===== config.mk =====
export PLATFORM = sky130hd
export DESIGN_NAME = sio_port
export DESIGN_NICKNAME = d
export VERILOG_FILES = /design/src/rtl/sio_pkg.sv /design/src/rtl/sio_baud.sv /design/src/rtl/sio_rx.sv /design/src/rtl/sio_tx.sv /design/src/rtl/sio_port.sv
export SDC_FILE = /design/constraint.sdc
export NUM_CORES = 1
export LEC_CHECK = 0
export ABC_AREA = 1
export BUFFER_PORTS_ARGS = -buffer_cell sky130_fd_sc_hd__buf_2
export CORE_AREA = 2 2 93 95
export DETAILED_ROUTE_END_ITERATION = 12
export DIE_AREA = 0 0 95 97
export GPL_TIMING_DRIVEN = 0
export PLACE_DENSITY = 0.73
export SLEW_MARGIN = 15
export SYNTH_ARGS = -nofsm -noshare
export SYNTH_HDL_FRONTEND = slang
export SYNTH_SLANG_ARGS = --single-unit

===== constraint.sdc =====
create_clock -name clk -period 2.9 [get_ports clk]
set_input_delay 0.58 -clock clk [delete_from_list [all_inputs] [get_ports clk]]
set_output_delay 0.58 -clock clk [all_outputs]
set_load 0.05 [all_outputs]

===== src/rtl/sio_pkg.sv =====
package sio_pkg;
    localparam int DATA_W = 8;
    localparam int OSR    = 16;
    localparam int RATE_N = 7;
    localparam int CNT_W  = $clog2(OSR);
    localparam int BIT_W  = $clog2(DATA_W);

    typedef enum logic [1:0] {RX_IDLE, RX_START, RX_DATA, RX_STOP} rx_state_t;
    typedef enum logic [1:0] {TX_IDLE, TX_START, TX_DATA, TX_STOP} tx_state_t;

    function automatic int unsigned rate_hz(input int idx);
        case (idx)
            0: return 110;
            1: return 150;
            2: return 300;
            3: return 1200;
            4: return 2400;
            5: return 4800;
            default: return 9600;
        endcase
    endfunction

    function automatic int unsigned tick_div(input int unsigned clk_hz, input int idx, input bit fast);
        int unsigned d;
        d = clk_hz / (OSR * rate_hz(idx));
        if (fast) d = d / 8;
        if (d == 0) d = 1;
        return d;
    endfunction
endpackage


===== src/rtl/sio_baud.sv =====
module sio_baud
    import sio_pkg::*;
#(
    parameter int unsigned CLK_HZ = 4915200
) (
    input  logic              clk,
    input  logic              rst_n,
    input  logic              clr,
    input  logic [RATE_N-1:0] rate_sel,
    input  logic              x8,
    output logic              tick
);
    localparam int unsigned SLOWEST = tick_div(CLK_HZ, 0, 1'b0);
    localparam int DIV_W = $clog2(SLOWEST + 1);

    logic [DIV_W-1:0] div_norm [RATE_N];
    logic [DIV_W-1:0] div_fast [RATE_N];
    logic [DIV_W-1:0] sel_div;
    logic [DIV_W-1:0] cnt_q;
    logic             tick_q;
    logic             en;

    for (genvar g = 0; g < RATE_N; g++) begin : g_div
        assign div_norm[g] = DIV_W'(tick_div(CLK_HZ, g, 1'b0));
        assign div_fast[g] = DIV_W'(tick_div(CLK_HZ, g, 1'b1));
    end

    // Lowest set bit of the rate code wins
    always_comb begin
        sel_div = '0;
        for (int i = RATE_N - 1; i >= 0; i--) begin
            if (rate_sel[i]) sel_div = x8 ? div_fast[i] : div_norm[i];
        end
    end

    assign en = |rate_sel;

    always_ff @(posedge clk) begin
        if (!rst_n || clr || !en) begin
            cnt_q  <= '0;
            tick_q <= 1'b0;
        end else if (cnt_q >= sel_div - 1'b1) begin
            cnt_q  <= '0;
            tick_q <= 1'b1;
        end else begin
            cnt_q  <= cnt_q + 1'b1;
            tick_q <= 1'b0;
        end
    end

    assign tick = tick_q;
endmodule


===== src/rtl/sio_rx.sv =====
module sio_rx
    import sio_pkg::*;
(
    input  logic              clk,
    input  logic              rst_n,
    input  logic              clr,
    input  logic              tick,
    input  logic              rxd,
    output logic              line,
    output logic [DATA_W-1:0] data,
    output logic              done,
    output logic              good,
    output logic              busy,
    output logic              in_stop
);
    localparam logic [CNT_W-1:0] CNT_LAST = CNT_W'(OSR - 1);
    localparam logic [CNT_W-1:0] CNT_MID  = CNT_W'(OSR / 2 - 1);
    localparam logic [BIT_W-1:0] BIT_LAST = BIT_W'(DATA_W - 1);

    logic              s1_q, s2_q;
    rx_state_t         st_q, st_d;
    logic [CNT_W-1:0]  cnt_q, cnt_d;
    logic [BIT_W-1:0]  bit_q, bit_d;
    logic [DATA_W-1:0] sh_q, sh_d;
    logic              done_q, done_d, good_q, good_d;

    always_ff @(posedge clk) begin
        if (!rst_n) begin
            s1_q <= 1'b1;
            s2_q <= 1'b1;
        end else begin
            s1_q <= rxd;
            s2_q <= s1_q;
        end
    end

    // State register
    always_ff @(posedge clk) begin
        if (!rst_n || clr) begin
            st_q   <= RX_IDLE;
            cnt_q  <= '0;
            bit_q  <= '0;
            sh_q   <= '0;
            done_q <= 1'b0;
            good_q <= 1'b0;
        end else begin
            st_q   <= st_d;
            cnt_q  <= cnt_d;
            bit_q  <= bit_d;
            sh_q   <= sh_d;
            done_q <= done_d;
            good_q <= good_d;
        end
    end

    // Next state
    always_comb begin
        st_d   = st_q;
        cnt_d  = cnt_q;
        bit_d  = bit_q;
        sh_d   = sh_q;
        done_d = 1'b0;
        good_d = 1'b0;
        if (tick) begin
            unique case (st_q)
                RX_IDLE: begin
                    if (!s2_q) begin
                        st_d  = RX_START;
                        cnt_d = '0;
                    end
                end
                RX_START: begin
                    if (cnt_q == CNT_MID) begin
                        if (!s2_q) begin
                            st_d  = RX_DATA;
                            cnt_d = '0;
                            bit_d = '0;
                        end else begin
                            st_d = RX_IDLE;
                        end
                    end else begin
                        cnt_d = cnt_q + 1'b1;
                    end
                end
                RX_DATA: begin
                    if (cnt_q == CNT_LAST) begin
                        sh_d  = {s2_q, sh_q[DATA_W-1:1]};
                        cnt_d = '0;
                        if (bit_q == BIT_LAST) st_d = RX_STOP;
                        else bit_d = bit_q + 1'b1;
                    end else begin
                        cnt_d = cnt_q + 1'b1;
                    end
                end
                RX_STOP: begin
                    if (cnt_q == CNT_LAST) begin
                        done_d = 1'b1;
                        good_d = s2_q;
                        st_d   = RX_IDLE;
                    end else begin
                        cnt_d = cnt_q + 1'b1;
                    end
                end
                default: st_d = RX_IDLE;
            endcase
        end
    end

    // Outputs
    always_comb begin
        busy    = 1'b0;
        in_stop = 1'b0;
        unique case (st_q)
            RX_DATA: busy = 1'b1;
            RX_STOP: begin
                busy    = 1'b1;
                in_stop = 1'b1;
            end
            default: ;
        endcase
    end

    assign line = s2_q;
    assign data = sh_q;
    assign done = done_q;
    assign good = good_q;
endmodule


===== src/rtl/sio_tx.sv =====
module sio_tx
    import sio_pkg::*;
(
    input  logic              clk,
    input  logic              rst_n,
    input  logic              clr,
    input  logic              tick,
    input  logic              hold_valid,
    input  logic [DATA_W-1:0] hold_data,
    input  logic              two_stop,
    output logic              take,
    output logic              line,
    output logic              busy
);
    localparam logic [CNT_W-1:0] CNT_LAST = CNT_W'(OSR - 1);
    localparam logic [BIT_W-1:0] BIT_LAST = BIT_W'(DATA_W - 1);

    tx_state_t         st_q, st_d;
    logic [CNT_W-1:0]  cnt_q, cnt_d;
    logic [BIT_W-1:0]  bit_q, bit_d;
    logic [DATA_W-1:0] sh_q, sh_d;
    logic              stop2_q, stop2_d;

    // State register
    always_ff @(posedge clk) begin
        if (!rst_n || clr) begin
            st_q    <= TX_IDLE;
            cnt_q   <= '0;
            bit_q   <= '0;
            sh_q    <= '0;
            stop2_q <= 1'b0;
        end else begin
            st_q    <= st_d;
            cnt_q   <= cnt_d;
            bit_q   <= bit_d;
            sh_q    <= sh_d;
            stop2_q <= stop2_d;
        end
    end

    // Next state
    always_comb begin
        st_d    = st_q;
        cnt_d   = cnt_q;
        bit_d   = bit_q;
        sh_d    = sh_q;
        stop2_d = stop2_q;
        take    = 1'b0;
        if (tick && !clr) begin
            unique case (st_q)
                TX_IDLE: begin
                    if (hold_valid) begin
                        take  = 1'b1;
                        sh_d  = hold_data;
                        cnt_d = '0;
                        st_d  = TX_START;
                    end
                end
                TX_START: begin
                    if (cnt_q == CNT_LAST) begin
                        cnt_d = '0;
                        bit_d = '0;
                        st_d  = TX_DATA;
                    end else begin
                        cnt_d = cnt_q + 1'b1;
                    end
                end
                TX_DATA: begin
                    if (cnt_q == CNT_LAST) begin
                        cnt_d = '0;
                        sh_d  = {1'b0, sh_q[DATA_W-1:1]};
                        if (bit_q == BIT_LAST) begin
                            st_d    = TX_STOP;
                            stop2_d = two_stop;
                        end else begin
                            bit_d = bit_q + 1'b1;
                        end
                    end else begin
                        cnt_d = cnt_q + 1'b1;
                    end
                end
                TX_STOP: begin
                    if (cnt_q == CNT_LAST) begin
                        cnt_d = '0;
                        if (stop2_q) stop2_d = 1'b0;
                        else st_d = TX_IDLE;
                    end else begin
                        cnt_d = cnt_q + 1'b1;
                    end
                end
                default: st_d = TX_IDLE;
            endcase
        end
    end

    // Outputs
    always_comb begin
        line = 1'b1;
        unique case (st_q)
            TX_START: line = 1'b0;
            TX_DATA:  line = sh_q[0];
            default:  line = 1'b1;
        endcase
    end

    assign busy = (st_q != TX_IDLE);
endmodule


===== src/rtl/sio_port.sv =====
module sio_port
    import sio_pkg::*;
#(
    parameter int unsigned CLK_HZ = 4915200
) (
    input  logic       clk,
    input  logic       rst_n,
    input  logic       bus_sel,
    input  logic [1:0] bus_addr,
    input  logic       bus_wr,
    input  logic       bus_rd,
    input  logic [7:0] bus_wdata,
    output logic [7:0] bus_rdata,
    input  logic       rxd,
    output logic       txd,
    output logic       rx_ready_evt,
    output logic       tx_empty_evt
);
    localparam logic [1:0] A_STAT = 2'd0;
    localparam logic [1:0] A_DATA = 2'd1;
    localparam logic [1:0] A_CMD  = 2'd2;

    logic [DATA_W-1:0] cfg_q;
    logic              brk_q, x8_q;
    logic [DATA_W-1:0] rx_hold_q, tx_hold_q;
    logic              rx_avail_q, tx_full_q, ovr_q, fe_q;

    logic wr_stat, wr_data, wr_cmd, rd_stat, rd_data, srst;
    logic tick, take, tx_line, tx_busy;
    logic rx_line, rx_done, rx_good, rx_busy, rx_in_stop;
    logic [DATA_W-1:0] rx_byte;

    assign wr_stat = bus_sel && bus_wr && bus_addr == A_STAT;
    assign wr_data = bus_sel && bus_wr && bus_addr == A_DATA;
    assign wr_cmd  = bus_sel && bus_wr && bus_addr == A_CMD;
    assign rd_stat = bus_sel && bus_rd && bus_addr == A_STAT;
    assign rd_data = bus_sel && bus_rd && bus_addr == A_DATA;
    assign srst    = wr_cmd && bus_wdata[0];

    sio_baud #(.CLK_HZ(CLK_HZ)) baud_i (
        .clk(clk), .rst_n(rst_n), .clr(srst),
        .rate_sel(cfg_q[RATE_N-1:0]), .x8(x8_q), .tick(tick)
    );

    sio_rx rx_i (
        .clk(clk), .rst_n(rst_n), .clr(srst), .tick(tick), .rxd(rxd),
        .line(rx_line), .data(rx_byte), .done(rx_done), .good(rx_good),
        .busy(rx_busy), .in_stop(rx_in_stop)
    );

    sio_tx tx_i (
        .clk(clk), .rst_n(rst_n), .clr(srst), .tick(tick),
        .hold_valid(tx_full_q), .hold_data(tx_hold_q), .two_stop(!cfg_q[7]),
        .take(take), .line(tx_line), .busy(tx_busy)
    );

    always_ff @(posedge clk) begin
        if (!rst_n) begin
            cfg_q <= '0;
        end else if (wr_stat) begin
            cfg_q <= bus_wdata;
        end
    end

    always_ff @(posedge clk) begin
        if (!rst_n || srst) begin
            brk_q      <= 1'b0;
            x8_q       <= 1'b0;
            rx_hold_q  <= '0;
            tx_hold_q  <= '0;
            rx_avail_q <= 1'b0;
            tx_full_q  <= 1'b0;
            ovr_q      <= 1'b0;
            fe_q       <= 1'b0;
        end else begin
            if (wr_cmd) begin
                brk_q <= bus_wdata[1];
                x8_q  <= bus_wdata[4];
            end
            if (rx_done) begin
                rx_hold_q  <= rx_byte;
                rx_avail_q <= 1'b1;
                fe_q       <= !rx_good;
                if (rx_avail_q && !rd_data) ovr_q <= 1'b1;
                else if (rd_stat) ovr_q <= 1'b0;
            end else begin
                if (rd_data) rx_avail_q <= 1'b0;
                if (rd_stat) ovr_q <= 1'b0;
            end
            if (wr_data) begin
                tx_hold_q <= bus_wdata;
                tx_full_q <= 1'b1;
            end else if (take) begin
                tx_full_q <= 1'b0;
            end
        end
    end

    always_comb begin
        unique case (bus_addr)
            A_STAT: bus_rdata = {!tx_full_q, rx_avail_q, rx_avail_q | !tx_full_q,
                                 rx_busy, rx_in_stop, rx_line, ovr_q, fe_q};
            A_DATA: bus_rdata = rx_hold_q;
            default: bus_rdata = '0;
        endcase
    end

    assign txd          = brk_q ? 1'b0 : tx_line;
    assign rx_ready_evt = rx_avail_q;
    assign tx_empty_evt = !tx_full_q;
endmodule


==> results of run 1 <==
-- critical path: stages (launching register included) --
cell and delay (ps):
dfxtp_2 340, buf_6 130, inv_4 60, nor2_2 40
a21oi_2 210, ha_2 250, nand2_1 70, inv_2 60
nand2_1 60, nor2_2 100, nand3_1 70, nand2_1 80
inv_1 50, ha_1 290, nand4_1 140, nor3_1 200
nand2_1 90, nand4_1 190, buf_4 180, nor2_1 40
-- sequential cells by signal, summed over array words and instances (netlist names), 2 cells and up, named ones only --
| signal | cells |
|---|---|
| tx_i.cnt_q | 4 |
| rx_hold_q | 8 |
| tx_i.bit_q | 3 |
| cfg_q | 8 |
| tx_i.st_q | 2 |
| rx_i.bit_q | 3 |
| tx_hold_q | 8 |
| tx_i.sh_q | 8 |
| baud_i.cnt_q | 12 |
| rx_i.cnt_q | 4 |
| rx_i.data | 8 |
-- per-layer routing --
metal,part of all wire [%],vias to the layer above
met5,0,-
li1,-,2131
met4,2.7,0
met2,46,72
met1,47,1878
met3,3.8,19
-- final timing paths --
kind                            slack [ps]         endpoint  depth (start not counted)
worst max-delay path                   140  baud_i.cnt_q[5]                         19
worst min-delay path                   400        rx_i.s1_q                          2
worst max register to register         140  baud_i.cnt_q[5]                         19
worst min register to register         420        rx_i.line                          1
-- area by class of cell --
class,count,area share [%]
Buffer,15,2.00
Tap cell,105,2.62
Clock inverter,6,1.42
Timing Repair Buffer,35,3.95
Clock buffer,10,2.75
Sequential cell,82,33.0
Multi-Input combinational cell,469,49.4
Inverter,65,4.92
-- cells in the final DEF, fill, tap and decap left out, types with 2 or more instances in the layout --
master      instances
nor3_1             10
ha_1               29
xor2_1              8
nor2_4              5
nand2_2             7
o211ai_1            2
nand3_1            21
inv_2              18
nor2_1             65
nor2_2              9
clkbuf_8           10
inv_6               3
buf_2              31
buf_4              13
xnor2_1             4
buf_6               3
or2_2               4
a22o_1              2
clkbuf_1            3
o21ai_1            10
nand2_1           174
a21oi_2             2
nand3_2             4
nand4_1            13
inv_1              46
a21oi_1            63
dfxtp_1            77
dfxtp_2             4
a31oi_1             2
o21ai_0            26
clkinvlp_4          2
-- cell families after synthesis --
logic type	synth area share (%)
buffers and inverters	7.71
AND/OR/NAND/NOR	30.8
adder cells (fa/ha/maj)	8.56
XOR/XNOR	2.40
AO/OA/AOI/OAI	13.0
flip-flops	37.5
-- metrics by stage --
stage          cell area [µm²]  setup slack, ps
3_3_place_gp              4640            -14.0
6_report                  5010              143
2_1_floorplan             4380              322
4_1_cts                   4860             32.6
3_5_place_dp              4640            -74.5
5_1_grt                   5010            -18.9
-- power by group --
part           leakage, nW  switching, mW  total (mW)  internal (mW)
Clock               0.0999          0.441       0.871          0.430
Combinational         1.38          0.138       0.214         0.0758
Sequential           0.665         0.0102        1.15           1.14
Total                 2.15          0.588        2.23           1.64
-- timing repair --
action / in CTS / in global routing
setup buffers: 0 / 8
setup endpoints to repair: 10 / 13
gates resized for setup: 4 / 27
pin swaps: 0 / 8
cloned: 0 / 2
==> results by group, run 1 <==
Route
  • Starting DRT DRC Count: 160
  • Via/cell ratio: 5.21
  • Wire length after detailed routing: between 9000 and 10000 µm
  • Length of the first detailed-routing pass in iterations: 4
  • Post-route antenna net violation count: 0
  • Routed len/inst: 12.7 µm
  • Detailed-route DRC error count: 0
  • Number of vias in the routed layout: around 4000

Cells and area
  • Share of cells above drive strength 1: a little under a fifth
  • Area added between synthesis and finish: 14.3%
  • Number of nets in the finished design: 723
  • Final standard cell utilization of the core: between 60% and 70%
  • Multi-input logic area: about 2500 µm²
  • Layout Cells excl Fill: 787
  • Filler cell count: about 730
  • Diode insertion count for antenna repair: 0
  • Storage cell area: ~1700 µm²

Die
  • Die area: approximately 9000 µm²
  • Chip Height: approximately 97 µm
  • Ports placed on the boundary: 27
  • Initial Utilization: between 50% and 60%
  • Horizontal die dimension: 95 µm
  • Placeable Area: 8130 µm²
  • Num rows: 33

Worst setup path
  • Largest driver fanout on the critical path: 5
  • Data arrival time of the critical path: approximately 3000 ps
  • Startpoint types: register
  • Required time of the worst setup path: roughly 3200 ps
  • Launching instance or port of the critical path: x8_q
  • Worst flop-to-flop path startpoint: x8_q
  • Start-to-end type of the worst setup path: register to register
  • Worst setup EP type: register

Synth
  • Biggest area contributors in the synthesized netlist: dfxtp_1, nand2_1, ha_1
  • Post-synthesis register bit count: around 80
  • Cell taking the most area after synthesis: dfxtp_1
  • EDFF count, synth: 0
  • Synthesized area: around 4400 µm²
  • Most instantiated cells after synthesis: nand2_1, dfxtp_1, nor2_1
  • Leading cell type by number of instances after synthesis: nand2_1
  • Synthesized netlist cell count: 632
  • Top cell type's share of synthesized area: around 37%
  • Main flop type after synthesis: dfxtp_1
  • Unique masters post-synth: 33
  • Synthesized area per cell: around 7 µm²
  • Count of yosys warnings during synthesis: 0
  • Async S/R FF share, synth: 0%
  • Part of the Yosys area used for sequential elements: between 30 and 40%
  • Mapped Nets: 678

Timing
  • Final total negative setup slack: 0 ps
  • Worst Tran Pin Value: between 500 and 600 ps
  • Period utilisation layout: a little over nine tenths
  • Final critical delay including setup and external delays: between 2000 and 3000 ps
  • Final max-slew violation count: 0
  • Relative slew slack: between 60% and 70%
  • Hold WS: 402 ps
  • Hold Vio Cnt, Final: 0
  • Maximum clock rate: approximately 360 MHz
  • Skew final: 8.51 ps
  • Finish-stage setup viols: 0

GRT
  • Routing usage on met3: under 10%
  • Overflow after GRT: 0
  • Combined global-route utilization of all metal layers: between 20% and 30%
  • Number of antenna violations at the first check in global routing: 0
  • GR Util met2: 35.2%
  • First-pass GRT wire length: between 15000 and 20000 µm
  • Pin count of the biggest net entering global routing: 16
  • Met1 Track Usage GR: approximately 28%
  • Top Usage Layer GRT: met2
  • Vias in the first global route: ~3700

Placement
  • Quantity of I/O buffers inserted on ports: 25
  • Final weighted congestion in routability-driven placement: ~0.85
  • Post-detailed-placement half-perimeter wirelength: roughly 7200 µm
  • Placed Cells incl. Taps: approximately 760

Power
  • P per Cell Area: around 450 nW/µm²
  • Peak supply drop: between 0.00015 and 0.0002 V
  • Leakage power summed over all cells: 2.15 nW
  • Overall power after layout: roughly 2.2 mW

Clocking
  • TritonCTS clock tree: yes
  • Skew-Pair Late Insertion Delay: 370 ps
  • Max H-tree Level: 3
  • Sinks on Clock Net: 82
  • Hold bufs inserted after CTS: 0
  • CTS buffer count: 9
  • Clock root cell: clkbuf_8
  • Maximum clock insertion buffer count: 2
  • Clk slew on worst S/H paths: roughly 80 ps

Status
  • Result of the run: finished, final reports clean

Run
  • Maximum capacitance violations: 0

Min path
  • Hold wc startpoint: rxd
  • Hold/Removal Path Class: input port to register
(Power assumes the default switching activity.)
==> run 2: changes to the inputs <==
--- a/config.mk
+++ b/config.mk
@@ -8,6 +8,7 @@
 export ABC_AREA = 1
 export BUFFER_PORTS_ARGS = -buffer_cell sky130_fd_sc_hd__buf_2
 export CORE_AREA = 2 2 93 95
+export CTS_BUF_LIST = sky130_fd_sc_hd__clkbuf_16
 export DETAILED_ROUTE_END_ITERATION = 12
 export DIE_AREA = 0 0 95 97
 export GPL_TIMING_DRIVEN = 0
==> run 2 against run 1 <==
  * First-iteration DRC count fell by 1.9%
  * Clock skew fell by 2.2 ps
  * Combinational power barely moved
  * Worst hold slack improved by 13 ps
  * Critical path depth rose by 1
  * Utilization rose by 1.1 points
  * Largest power group unchanged
  * Non-clock buffer count rose by 1
  * Final cell count rose by 0.13%
==> results by group, run 2 (same netlist as run 1, synthesis figures left out) <==
Worst setup path
  • Buffer and inverter count on the worst path: 3 (-2)
  • Top Family by Delay on Critical Path: simple AND/OR/NAND/NOR gates
  • Worst setup EP type: register
  • Largest driver fanout on the critical path: 5 (unchanged)
  • Data arrival time of the critical path: 3040 ps (+30 ps)
  • Worst-path cell with the longest stage delay: dfxtp_4
  • R2r setup slk: 90 ps (-60 ps)
  • Required time of the worst setup path: 3130 ps (-30 ps)
  • Startpoint types: register
  • Start-to-end type of the worst setup path: register to register
  • Cell seen most often among critical-path stages: nand2_1
  • List of cells traversed by the critical path: nor2_4, nand3_2, nor2_4, nor2_1, ha_1, nand2_1, nand2_1, inv_2, nand2_1, nor2_2, nand3_1, nand2_1, inv_1, ha_1, nand4_1, nor3_1, nand2_1, nand4_1, buf_4, nor2_1
  • Delay of the slowest critical-path stage: 370 ps (+30 ps)

Timing
  • Maximum clock rate: 356 MHz (-2.0%)
  • Period utilisation layout: 97.0% (+1.9 points)
  • Final critical delay including setup and external delays: 2810 ps (+55.2 ps)
  • Crit path setup slack, layout: 87.6 ps (-55.2 ps)
  • Hold Vio Cnt, Final: 0 (unchanged)
  • Relative slew slack: 67.3% (+0.75 points)
  • Finish-stage setup viols: 0 (unchanged)
  • Final max-slew violation count: 0 (unchanged)
  • Hold WS: 415 ps (+12.6 ps)
  • Worst Tran Pin Value: 491 ps (-11.3 ps)
  • Skew final: 6.27 ps (-2.24 ps)
  • Final total negative setup slack: 0 ps (unchanged)

Die
  • Chip Height: 97 µm (unchanged)
  • Ports placed on the boundary: 27 (unchanged)
  • Horizontal die dimension: 95 µm (unchanged)
  • Initial Utilization: 53.9% (unchanged)
  • Num rows: 33 (unchanged)
  • Placeable Area: 8130 µm² (unchanged)
  • Die area: 9220 µm² (unchanged)

GRT
  • Number of antenna violations at the first check in global routing: 0 (unchanged)
  • Vias in the first global route: 3765 (+0.75%)
  • First-pass GRT wire length: 16300 µm (+1.6%)
  • Overflow after GRT: 0 (unchanged)
  • Pin count of the biggest net entering global routing: 16 (unchanged)
  • Combined global-route utilization of all metal layers: 21.8% (+0.19 points)

Power
  • Leakage power summed over all cells: 2.19 nW (+1.9%)
  • P per Cell Area: 492 nW/µm² (+10%)
  • Peak supply drop: 0.000368 V (+86%)

Clocking
  • Skew-Pair Late Insertion Delay: 330 ps (-40 ps)
  • Maximum clock insertion buffer count: 2 (unchanged)
  • TritonCTS clock tree: yes
  • Clk slew on worst S/H paths: 60 ps (-20 ps)
  • CTS buffer count: 9 (unchanged)
  • Sinks on Clock Net: 82 (unchanged)
  • Clock root cell: clkbuf_16
  • Max H-tree Level: 3 (unchanged)

Route
  • Post-route antenna net violation count: 0 (unchanged)
  • Length of the first detailed-routing pass in iterations: 5 (+1)
  • Wire length after detailed routing: 10200 µm (+2.4%)
  • Starting DRT DRC Count: 157 (-1.9%)
  • Detailed-route DRC error count: 0 (unchanged)
  • Via/cell ratio: 5.23 (+0.41%)
  • Routed len/inst: 12.9 µm (+2.3%)
  • Number of vias in the routed layout: 4122 (+0.54%)

Cells and area
  • Register ranked first by flip-flop count: baud_i.cnt_q
  • Filler cell count: 712 (-2.9%)
  • Area added between synthesis and finish: 16.3%
  • Commonest cells after routing, fill and taps aside: nand2_1, dfxtp_1, nor2_1, a21oi_1, inv_1
  • Diode insertion count for antenna repair: 0 (unchanged)
  • Share of cells above drive strength 1: 17.4% (-0.61 points)
  • Final standard cell utilization of the core: 62.7% (+1.1 points)
  • Multi-input logic area: 2470 µm² (-0.20%)
  • Storage cell area: 1650 µm² (about the same)
  • Max reg flops: 12 (unchanged)
  • Leading cell type in the layout, fill and taps excluded: nand2_1
  • Number of nets in the finished design: 724 (+0.14%)

Placement
  • Final weighted congestion in routability-driven placement: 0.848 (unchanged)
  • Quantity of I/O buffers inserted on ports: 25 (unchanged)
  • Worst slack, placed: -74.5 ps (unchanged)
  • Post-detailed-placement half-perimeter wirelength: 7220 µm (unchanged)

Min path
  • Hold/Removal Path Class: register to register

Run
  • Maximum capacitance violations: 0 (unchanged)

Status
  • Result of the run: finished, final reports clean
==> run 2: what timing repair did <==
| action | 4_1_cts | 5_1_grt |
|---|---|---|
| cloned | 0 | 2 |
| pin swaps | 0 | 8 |
| setup endpoints to repair | 10 | 12 |
| hold buffers | 0 | 0 |
| resized for setup | 4 | 24 |
| setup buffers | 0 | 8 |
==> run 2: worst paths after layout <==
path / startpoint / endpoint / cells after the start
max: cfg_q[4] / baud_i.cnt_q[8] / 20
min: rx_i.s1_q / rx_i.line / 1
max reg2reg: cfg_q[4] / baud_i.cnt_q[8] / 20
min reg2reg: rx_i.s1_q / rx_i.line / 1
==> run 2: layer usage <==
layer | part of all wire (%) | GRT usage [%] | wire length, µm
met3 | 3.8 | 3.82 | 386
met2 | 47 | 35.8 | 4740
met4 | 2.4 | 7.92 | 249
met5 | 0 | 0 | 0
met1 | 47 | 28.5 | 4820
==> run 2: cell type report <==
class | instances | share of cell area, %
clock buffers | 9 | 4.42
repair buffers | 35 | 3.88
clock inverters | 7 | 1.47
multi-input cells | 469 | 48.4
inverters | 65 | 4.84
flip-flops and latches | 82 | 32.4
well taps | 105 | 2.58
plain buffers | 16 | 2.04
==> run 2: where the power goes <==
group | switching, mW | internal [mW] | leakage [nW] | total (mW)
Combinational | 0.139 | 0.0756 | 1.38 | 0.214
Sequential | 0.0102 | 1.14 | 0.664 | 1.15
Clock | 0.473 | 0.673 | 0.140 | 1.15
==> run 2: per-stage QoR <==
stage	area (µm²)	power [mW]	std cells
final	5100	2.51	788
after global routing	5100	2.59	788
after CTS	4950	2.49	778
after detailed placement	4640	1.36	762
after global placement	4640	1.36	762
after floorplan	4380	1.31	632
